### src/rtl/frame_seq_pkg.sv
package frame_seq_pkg;
  localparam int NUM_ST = 8;
  localparam int SEL_W  = $clog2(NUM_ST);
  localparam int LEN_W  = 4;

  localparam int ST_IDLE = 0;
  localparam int ST_BRK  = 1;
  localparam int ST_SYNC = 2;
  localparam int ST_IDENT = 3;
  localparam int ST_DATA = 4;
  localparam int ST_CKS  = 5;
  localparam int ST_RWAIT = 6;
  localparam int ST_ERR  = 7;

  typedef logic [NUM_ST-1:0] st_vec_t;

  localparam st_vec_t IDLE_VEC = st_vec_t'(1) << ST_IDLE;
endpackage

### src/rtl/seq_state_reg.sv
module seq_state_reg
  import frame_seq_pkg::*;
(
  input  logic             clk,
  input  logic             rst_n,
  input  st_vec_t          nxt_vec,
  input  logic             inj_en,
  input  logic [SEL_W-1:0] inj_sel,
  output st_vec_t          state_q
);
  st_vec_t flip_mask;
  st_vec_t load_vec;

  always_comb begin
    flip_mask = st_vec_t'(1) << inj_sel;
    if (inj_en) load_vec = state_q ^ flip_mask;
    else        load_vec = nxt_vec;
  end

  always_ff @(posedge clk or negedge rst_n) begin
    if (!rst_n) state_q <= IDLE_VEC;
    else        state_q <= load_vec;
  end


  inj_flip_chk: assert property (@(posedge clk) disable iff (!rst_n)
    inj_en |=> state_q == ($past(state_q) ^ (st_vec_t'(1) << $past(inj_sel))));
endmodule

### src/rtl/onehot_monitor.sv
module onehot_monitor
  import frame_seq_pkg::*;
(
  input  logic    clk,
  input  logic    rst_n,
  input  st_vec_t state_vec,
  input  logic    flag_clr,
  output logic    bad,
  output logic    fault_flag,
  output logic    fault_irq
);
  localparam int CNT_W = $clog2(NUM_ST + 1);

  logic [CNT_W-1:0] ones;
  logic             flag_d;

  always_comb begin
    ones = '0;
    for (int i = 0; i < NUM_ST; i++) ones = ones + CNT_W'(state_vec[i]);
    bad = (ones != CNT_W'(1));
  end

  always_comb begin
    flag_d = fault_flag;
    if (flag_clr) flag_d = 1'b0;
    if (bad)      flag_d = 1'b1;
  end

  always_ff @(posedge clk or negedge rst_n) begin
    if (!rst_n) begin
      fault_flag <= 1'b0;
      fault_irq  <= 1'b0;
    end else begin
      fault_flag <= flag_d;
      fault_irq  <= bad;
    end
  end


  flag_sticky_chk: assert property (@(posedge clk) disable iff (!rst_n)
    (fault_flag && !flag_clr) |=> fault_flag);

  flag_set_wins_chk: assert property (@(posedge clk) disable iff (!rst_n)
    bad |=> fault_flag);

  irq_follows_chk: assert property (@(posedge clk) disable iff (!rst_n)
    !bad |=> !fault_irq);
endmodule

### src/rtl/seq_next_state.sv
module seq_next_state
  import frame_seq_pkg::*;
(
  input  logic    clk,
  input  logic    rst_n,
  input  st_vec_t state_vec,
  input  logic    bad,
  input  logic    frame_start,
  input  logic    tx_byte_done,
  input  logic    rx_byte_done,
  input  logic    rx_fault,
  input  logic    last_byte,
  output st_vec_t nxt_vec
);
  always_comb begin
    nxt_vec = '0;
    if (bad) begin
      nxt_vec[ST_IDLE] = 1'b1;
    end else if (state_vec[ST_IDLE]) begin
      if (frame_start) nxt_vec[ST_BRK]  = 1'b1;
      else             nxt_vec[ST_IDLE] = 1'b1;
    end else if (state_vec[ST_ERR]) begin
      nxt_vec[ST_IDLE] = 1'b1;
    end else if (rx_fault) begin
      nxt_vec[ST_ERR] = 1'b1;
    end else if (state_vec[ST_BRK]) begin
      if (tx_byte_done) nxt_vec[ST_SYNC] = 1'b1;
      else              nxt_vec[ST_BRK]  = 1'b1;
    end else if (state_vec[ST_SYNC]) begin
      if (tx_byte_done) nxt_vec[ST_IDENT] = 1'b1;
      else              nxt_vec[ST_SYNC]  = 1'b1;
    end else if (state_vec[ST_IDENT]) begin
      if (tx_byte_done) nxt_vec[ST_DATA]  = 1'b1;
      else              nxt_vec[ST_IDENT] = 1'b1;
    end else if (state_vec[ST_DATA]) begin
      if (rx_byte_done && last_byte) nxt_vec[ST_CKS]  = 1'b1;
      else                           nxt_vec[ST_DATA] = 1'b1;
    end else if (state_vec[ST_CKS]) begin
      if (rx_byte_done) nxt_vec[ST_RWAIT] = 1'b1;
      else              nxt_vec[ST_CKS]   = 1'b1;
    end else begin
      if (rx_byte_done) nxt_vec[ST_IDLE]  = 1'b1;
      else              nxt_vec[ST_RWAIT] = 1'b1;
    end
  end


  nxt_onehot_chk: assert property (@(posedge clk) disable iff (!rst_n)
    $onehot(nxt_vec));
endmodule

### src/rtl/data_byte_counter.sv
module data_byte_counter
  import frame_seq_pkg::*;
(
  input  logic             clk,
  input  logic             rst_n,
  input  logic             in_data,
  input  logic             count_en,
  input  logic [LEN_W-1:0] data_len,
  output logic             last_byte
);
  logic [LEN_W-1:0] cnt_q;
  logic [LEN_W-1:0] len_eff;
  logic [LEN_W:0]   seen;

  always_comb begin
    len_eff   = (data_len == '0) ? LEN_W'(1) : data_len;
    seen      = {1'b0, cnt_q} + (LEN_W+1)'(1);
    last_byte = seen >= {1'b0, len_eff};
  end

  always_ff @(posedge clk or negedge rst_n) begin
    if (!rst_n)        cnt_q <= '0;
    else if (!in_data) cnt_q <= '0;
    else if (count_en) cnt_q <= cnt_q + LEN_W'(1);
  end
endmodule

### src/rtl/frame_seq_onehot.sv
module frame_seq_onehot
  import frame_seq_pkg::*;
(
  input  logic             clk,
  input  logic             rst_n,
  input  logic             frame_start,
  input  logic             tx_byte_done,
  input  logic             rx_byte_done,
  input  logic             rx_fault,
  input  logic [LEN_W-1:0] data_len,
  input  logic             flag_clr,
  input  logic             inj_en,
  input  logic [SEL_W-1:0] inj_sel,
  output logic [NUM_ST-1:0] state_vec,
  output logic             fault_flag,
  output logic             fault_irq
);
  logic    rst_meta_n;
  logic    rst_sync_n;
  st_vec_t nxt_vec;
  st_vec_t state_q;
  logic    bad;
  logic    last_byte;

  always_ff @(posedge clk or negedge rst_n) begin
    if (!rst_n) begin
      rst_meta_n <= 1'b0;
      rst_sync_n <= 1'b0;
    end else begin
      rst_meta_n <= 1'b1;
      rst_sync_n <= rst_meta_n;
    end
  end

  onehot_monitor i_mon (
    .clk(clk), .rst_n(rst_sync_n), .state_vec(state_q), .flag_clr(flag_clr),
    .bad(bad), .fault_flag(fault_flag), .fault_irq(fault_irq)
  );

  data_byte_counter i_cnt (
    .clk(clk), .rst_n(rst_sync_n), .in_data(state_q[ST_DATA] && !bad),
    .count_en(rx_byte_done), .data_len(data_len), .last_byte(last_byte)
  );

  seq_next_state i_nxt (
    .clk(clk), .rst_n(rst_sync_n), .state_vec(state_q), .bad(bad),
    .frame_start(frame_start), .tx_byte_done(tx_byte_done),
    .rx_byte_done(rx_byte_done), .rx_fault(rx_fault),
    .last_byte(last_byte), .nxt_vec(nxt_vec)
  );

  seq_state_reg i_reg (
    .clk(clk), .rst_n(rst_sync_n), .nxt_vec(nxt_vec), .inj_en(inj_en),
    .inj_sel(inj_sel), .state_q(state_q)
  );

  assign state_vec = state_q;


  bad_to_idle_chk: assert property (@(posedge clk) disable iff (!rst_sync_n)
    (bad && !inj_en) |=> state_vec == IDLE_VEC);

  err_exit_chk: assert property (@(posedge clk) disable iff (!rst_sync_n)
    (state_vec[ST_ERR] && !inj_en) |=> state_vec == IDLE_VEC);
endmodule

### config.mk
export PLATFORM = sky130hd
export DESIGN_NAME = frame_seq_onehot
export DESIGN_NICKNAME = d
export VERILOG_FILES = /design/src/rtl/frame_seq_pkg.sv /design/src/rtl/seq_state_reg.sv /design/src/rtl/onehot_monitor.sv /design/src/rtl/seq_next_state.sv /design/src/rtl/data_byte_counter.sv /design/src/rtl/frame_seq_onehot.sv
export SDC_FILE = /design/constraint.sdc
export NUM_CORES = 1
export LEC_CHECK = 0
export BUFFER_PORTS_ARGS = -buffer_cell sky130_fd_sc_hd__buf_2
export CELL_PAD_IN_SITES_DETAIL_PLACEMENT = 0
export CELL_PAD_IN_SITES_GLOBAL_PLACEMENT = 1
export CORE_MARGIN = 1.5
export CORE_UTILIZATION = 25
export DETAILED_ROUTE_END_ITERATION = 8
export GPL_TIMING_DRIVEN = 0
export PLACE_DENSITY = 0.61
export SYNTH_ARGS = -nofsm -noshare
export SYNTH_HDL_FRONTEND = slang
export SYNTH_SLANG_ARGS = --single-unit
### constraint.sdc
create_clock -name clk -period 0.8 [get_ports clk]
set_input_delay 0.12 -clock clk [delete_from_list [all_inputs] [get_ports clk]]
set_output_delay 0.12 -clock clk [all_outputs]
set_load 0.02 [all_outputs]
Word-level counts from Yosys, hierarchy flattened --
Index checks and enable logic that the tools add are counted.
Cells by class: $add $sub $neg 9, $lt $le $gt $ge 1, equality and inequality tests 2, shift operators 1, multiplexer cells 41, bitwise logic cells 1, reduce and logical (&&, ||, !) cells 5
Operators with widths (number):
- 1-bit 2-to-1 mux | 29
- 4-bit by 1-bit adder with 4-bit output | 6
- 7-bit 2-to-1 mux | 3
- 4-bit 2-to-1 mux | 4
- 8-bit 2-to-1 mux | 1
- 1-bit by 3-bit << shifter with 8-bit output (first input constant) | 1
- 8-bit bitwise XOR | 1
- 6-bit 2-to-1 mux | 1
- 4-bit by 1-bit adder with 5-bit output (second input constant) | 1
- 5-bit by 4-bit >= comparator with 1-bit output | 1
- 4-bit by 1-bit adder with 4-bit output (second input constant) | 1
- 4-bit logical NOT | 1
- 2-bit 2-to-1 mux | 2
- 4-bit by 1-bit inequality test with 1-bit output (second input constant) | 1
- 3-bit 2-to-1 mux | 1
- 1-bit by 1-bit adder with 2-bit output | 1
- 1-bit logical AND | 2
- 2-bit inequality test (second input constant) | 1
- 2-bit nonzero test | 1
- 1-bit logical NOT | 1
Storage, ports and cells: register bits after elaboration 16, word-level logic and storage cells 66

Longest topological paths before layout --
depth in word-level cells 14, gate-level depth with buffers 12, mapped depth without buffers 12

By module --
A second synthesis with hierarchy kept.
Unflattened totals: cell total of the unflattened synthesis 128, area, all modules 1207.4 µm²
Modules (own cells, without submodules):
- seq_state_reg | instances 1, cells an instance 42, area each 405.4 µm², seq. area each 201.4 µm²
- data_byte_counter | instances 1, cells an instance 31, area each 306.5 µm², seq. area each 100.1 µm²
- onehot_monitor | instances 1, cells an instance 19, area each 225.2 µm², seq. area each 50.0 µm²
- seq_next_state | instances 1, cells an instance 32, area each 202.7 µm², seq. area each 0.0 µm²
- frame_seq_onehot | instances 1, cells an instance 4, area each 67.6 µm², seq. area each 50.0 µm²

Least setup slack after synthesis --
No wires, ideal clock.
path kind register to register, start register i_reg.state_q[0], end register i_reg.state_q[7], arrival time 3931 ps, data required time 718 ps, setup slack -3213 ps, stages on the path, launching flop included 13, buffers on the path 0, period minus slack after synthesis 4013 ps, cells stage by stage dfstp_2 ha_1 inv_1 fa_1 fa_1 fa_1 inv_1 fa_1 or4_4 o31ai_4 inv_2 or4_1 a31oi_1
Between the ends: cells in the longest elaborated chain, start to end 10, elaborated cells on any way between the ends 11, those cells by class add/sub (7); eq/ne (1); mux (3)
Ends and longest elaborated chain:
- start, declared | line seq_state_reg.sv:9 | output st_vec_t state_q
- start signal, assigned | line seq_state_reg.sv:22 | else state_q <= load_vec;
- 1-bit by 1-bit adder with 2-bit output | line onehot_monitor.sv:19 | for (int i = 0; i < NUM_ST; i++) ones = ones + CNT_W'(state_vec[i]);
- 4-bit by 1-bit adder with 4-bit output (6 in a row) | line onehot_monitor.sv:19
- 4-bit by 1-bit inequality test with 1-bit output | line onehot_monitor.sv:20 | bad = (ones != CNT_W'(1));
- via bad | line frame_seq_onehot.sv:22 | logic bad;
- 7-bit 2-to-1 mux | line seq_next_state.sv:17 | if (bad) begin
- 8-bit 2-to-1 mux | line seq_state_reg.sv:16 | if (inj_en) load_vec = state_q ^ flip_mask;
- via i_reg.load_vec[7] | line seq_state_reg.sv:12 | st_vec_t load_vec;
The timed path passes the listed nets, and every way through them passes these cells. A chain may end at the register's enable or synchronous reset.

Final worst setup path --
start register i_reg.state_q[0], end register i_reg.state_q[3]
Between the ends: cells in the longest elaborated chain, start to end 10, elaborated cells on any way between the ends 11, those cells by class add/sub (7); eq/ne (1); mux (3)
Ends and longest elaborated chain (line):
- 1-bit by 1-bit adder with 2-bit output | onehot_monitor.sv:19
- 4-bit by 1-bit adder with 4-bit output (6 in a row) | onehot_monitor.sv:19
- 4-bit by 1-bit inequality test with 1-bit output | onehot_monitor.sv:20
- 7-bit 2-to-1 mux (*) | seq_next_state.sv:17
- 8-bit 2-to-1 mux (*) | seq_state_reg.sv:16
- via i_reg.load_vec[3] | seq_state_reg.sv:12
The timed path passes the listed nets; every way through them passes the cells marked *.

==> results.yml <==
status:
  status: "finished, violations left"
  violations: "negative setup slack"
route:
  drc: 0
  drtPass1Iterations: 4
  drt-initial-drc-count: 22
  vias: 1060
  routedWlPerCell_microns: 12.9
  postRouteAntennaNets: 0
  vias_per_cell: 4.71
  wl_mm: 2.90
setup_path:
  r2r_cells: 13
  crit_fanout: 6
  r2r_start: "i_reg.state_q[0]$_DFF_PN1_"
  end_kind: "flip-flop"
  arrival_ns: 3.94
  startpoint: "i_reg.state_q[0]$_DFF_PN1_"
  path_class: "flip-flop to flip-flop"
  required_ns: 0.96
  start_kind: "flip-flop"
final_layout:
  final_util_pct: 36.3
  syn2layout_area_growth_pct: 41.4
  fin_nets: 201
  drive_gt1_share_pct: 39.2
  layout.cells.non_filler: 225
  antenna_cells: 0
  final_area_sq_um: 1710
clocking:
  cts_root_buffer: "clkbuf_8"
  numCtsBuffers: 3
  cts.sinks: 16
  cts_tree: "built"
  cts_buffer_depth: 2
  htreeDepth: 1
  clk_pin_slew_worst_paths_ns: 0.07
  clock_latency_ns: 0.26
timing:
  worst_pin_slew_ns: 1.02
  rsz0062_at_grt: "true"
  skew_ns: 0.00909
  fin_crit_sh_pct: 472
  fin_crit_ns: 3.77
  slew_viol_final: 0
  fin_ws_ns: -2.97
  finalSetupViolCount: 24
  max-slew-margin-rel_pct: 31.1
  finalSetupTns_ns: -42.25
  max_freq_mhz: 265
  final_hold_viol_count: 0
floorplan:
  dieArea_sq_um: 5250
  initial_utilization_pct: 25.7
  io_pins: 25
  row_count: 25
  core_area_sq_um: 4690
  die_h_microns: 72.5
  die-width_microns: 72.5
place:
  placed_area_sq_um: 1400
  place.gp.congestion: 0.746
  portBuffers: 23
  place_hpwl_mm: 2.16
  dp.cells: 208
yosys:
  post_synth_xor_area_fraction_pct: 7.99
  synthAdderAreaFrac_pct: 17.0
  synth_mux_area_share_pct: 1.76
  yosys_warnings: 0
  yosys.area_share.simple_pct: 19.8
  synth.avg_cell_area_sq_um: 9.21
  netlist_instances: 131
  synth-seq-cells: 16
  synth-compound-area-share_pct: 13.6
  syn_area_sq_um: 1210
  synth.distinct_cells: 37
  synth_top_family_by_area: "simple AND/OR/NAND/NOR gates"
  yosysSeqAreaShare_pct: 33.3
  syn-num-nets: 160
power:
  p_leak_uw: 0.000790
  power_uw: 6200
  powerDensity_nw_per_um2: 3630
  peakVddDrop_mv: 1.71
global_routing:
  grt_first_pass_wirelength_mm: 5.09
  grt_pass1_vias: 1097
  grt_use_total_pct: 12.4
  grt_max_degree: 15
  grt-ovfl-total: 0
  grt_antenna_before_repair: 0
min_path:
  hp-start: "flag_clr"
  hold_depth: 2
  hp-class: "input port to flip-flop"
flow_run:
  drv_cap: 0
[repair_timing]
action	in CTS	in global routing
hold buffers	1	0
resized for setup	29	19
setup endpoints to repair	24	27
buffers inserted	7	8
hold endpoints to repair	2	0
pin swaps	9	4
[final cells by class]
class / instances / area [sq um]
fillers: 497 / 2990
multi-input cells: 95 / 805
flip-flops and latches: 16 / 408
repair buffers: 36 / 295
inverters: 18 / 67.6
well taps: 54 / 67.6
clock buffers: 4 / 55.1
plain buffers: 2 / 7.51
[worst max-delay path, cell delays in order, from the launching register on]
cell     delay [ns]
dfstp_2        0.56
ha_4           0.20
inv_2          0.05
fa_1           0.41
fa_1           0.47
fa_2           0.36
inv_2          0.06
fa_1           0.42
or4_4          0.44
o31ai_4        0.09
buf_4          0.17
buf_8          0.12
nand2_4        0.05
o31ai_2        0.25
[power breakdown]
group	switching, uW	internal [uW]
logic	1920	2400
registers	170	982
clock network	289	437
[placed cells by master (no fill, tap or decap), types with 2 or more instances in the layout]
| cell type | instances |
|---|---|
| inv_1 | 15 |
| buf_2 | 15 |
| buf_6 | 14 |
| dfrtp_1 | 10 |
| ha_1 | 9 |
| nand2_1 | 8 |
| xnor2_1 | 7 |
| a21oi_1 | 6 |
| nand3b_1 | 5 |
| nor2_1 | 5 |
| dfrtp_2 | 5 |
| buf_4 | 5 |
| xor2_1 | 4 |
| nor2_2 | 4 |
| clkbuf_8 | 4 |
| inv_2 | 3 |
| nor2b_1 | 3 |
| nand3_1 | 3 |
| o31ai_2 | 3 |
| fa_1 | 3 |
| nor4_1 | 2 |
| clkbuf_1 | 2 |
| o21ai_2 | 2 |
| o21ai_0 | 2 |
| a31oi_1 | 2 |
| nand2b_1 | 2 |
| nor3b_1 | 2 |
| nand2_4 | 2 |
| nand4_1 | 2 |
[final timing paths]
check                                               end  slack [ns]
max reg2reg                  i_reg.state_q[3]$_DFF_PN0_       -2.97
min reg2reg                   i_mon.fault_irq$_DFF_PN0_        0.15
max in group asynchronous    i_reg.state_q[0]$_DFF_PN1_        0.36
max                          i_reg.state_q[3]$_DFF_PN0_       -2.97
min in group asynchronous     i_mon.fault_irq$_DFF_PN0_        0.15
min                        i_mon.fault_flag$_DFFE_PN0P_        0.04
[through the flow]
stage / setup WS (ns) / hold slack, ns
after floorplan: -3.02 / -0.176
after global placement: -3.21 / -0.0950
after detailed placement: -3.24 / -0.0903
after CTS: -3.04 / 0.0371
after global routing: -3.12 / 0.0585
final: -2.97 / 0.0421
[metal layers]
metal | GRT usage [%] | part of all wire [%]
met1 | 16.8 | 48
met2 | 19.5 | 45
met5 | 0 | 0
met4 | 5.66 | 1.9
met3 | 1.67 | 4.5
[kinds of logic (layout without fill, tap and decap cells)]
family / Yosys count / after routing
and+or+nand+nor: 44 / 44
other: 1 / 1
buffers and inverters: 20 / 60
AOI/OAI and AO/OA: 23 / 23
adders and majority gates: 14 / 14
xor gates and xnor gates: 11 / 11
muxes: 2 / 2
DFF: 16 / 16
[state kept, by name, indices dropped and copies added, names as in the netlist]
| register | count |
|---|---|
| rst_meta_n | 1 |
| i_cnt.cnt_q | 4 |
| i_mon.fault_irq | 1 |
| i_mon.fault_flag | 1 |
| i_reg.state_q | 8 |
| rst_sync_n | 1 |
[synth_stat cells]
| library cell | count | area, sq um |
|---|---|---|
| dfstp_2 | 1 | 26.3 |
| and3_1 | 1 | 6.26 |
| o2bb2ai_1 | 1 | 8.76 |
| a31oi_1 | 2 | 12.5 |
| a41oi_1 | 1 | 8.76 |
| fa_1 | 4 | 80.1 |
| mux2_2 | 1 | 11.3 |
| ha_1 | 10 | 125 |
| a32o_1 | 1 | 10.0 |
| xnor2_1 | 7 | 61.3 |
| inv_1 | 17 | 63.8 |
| nand2_1 | 10 | 37.5 |
| nand2b_1 | 2 | 12.5 |
| o31ai_1 | 3 | 22.5 |
| nand3b_1 | 5 | 37.5 |
| inv_2 | 1 | 3.75 |
| clkbuf_1 | 2 | 7.51 |
| a31o_2 | 1 | 8.76 |
| o31ai_4 | 1 | 21.3 |
| nand3_1 | 4 | 20.0 |
| nor2b_1 | 3 | 18.8 |
| xor2_1 | 4 | 35.0 |
| a21oi_1 | 6 | 30.0 |
| dfrtp_1 | 15 | 375 |
| nor4_1 | 2 | 12.5 |
| a221oi_1 | 1 | 8.76 |
| o21a_1 | 1 | 7.51 |
| conb_1 | 1 | 3.75 |
| or2_4 | 1 | 8.76 |
| o21ai_0 | 5 | 25.0 |
| or4_1 | 1 | 7.51 |
| mux2i_1 | 1 | 10.0 |
| nand4_1 | 2 | 12.5 |
| nor2_1 | 9 | 33.8 |
| nor3b_1 | 2 | 15.0 |
| nor3_1 | 1 | 5.00 |
| or4_4 | 1 | 11.3 |
Note: power is estimated with default switching activity, not from simulation.
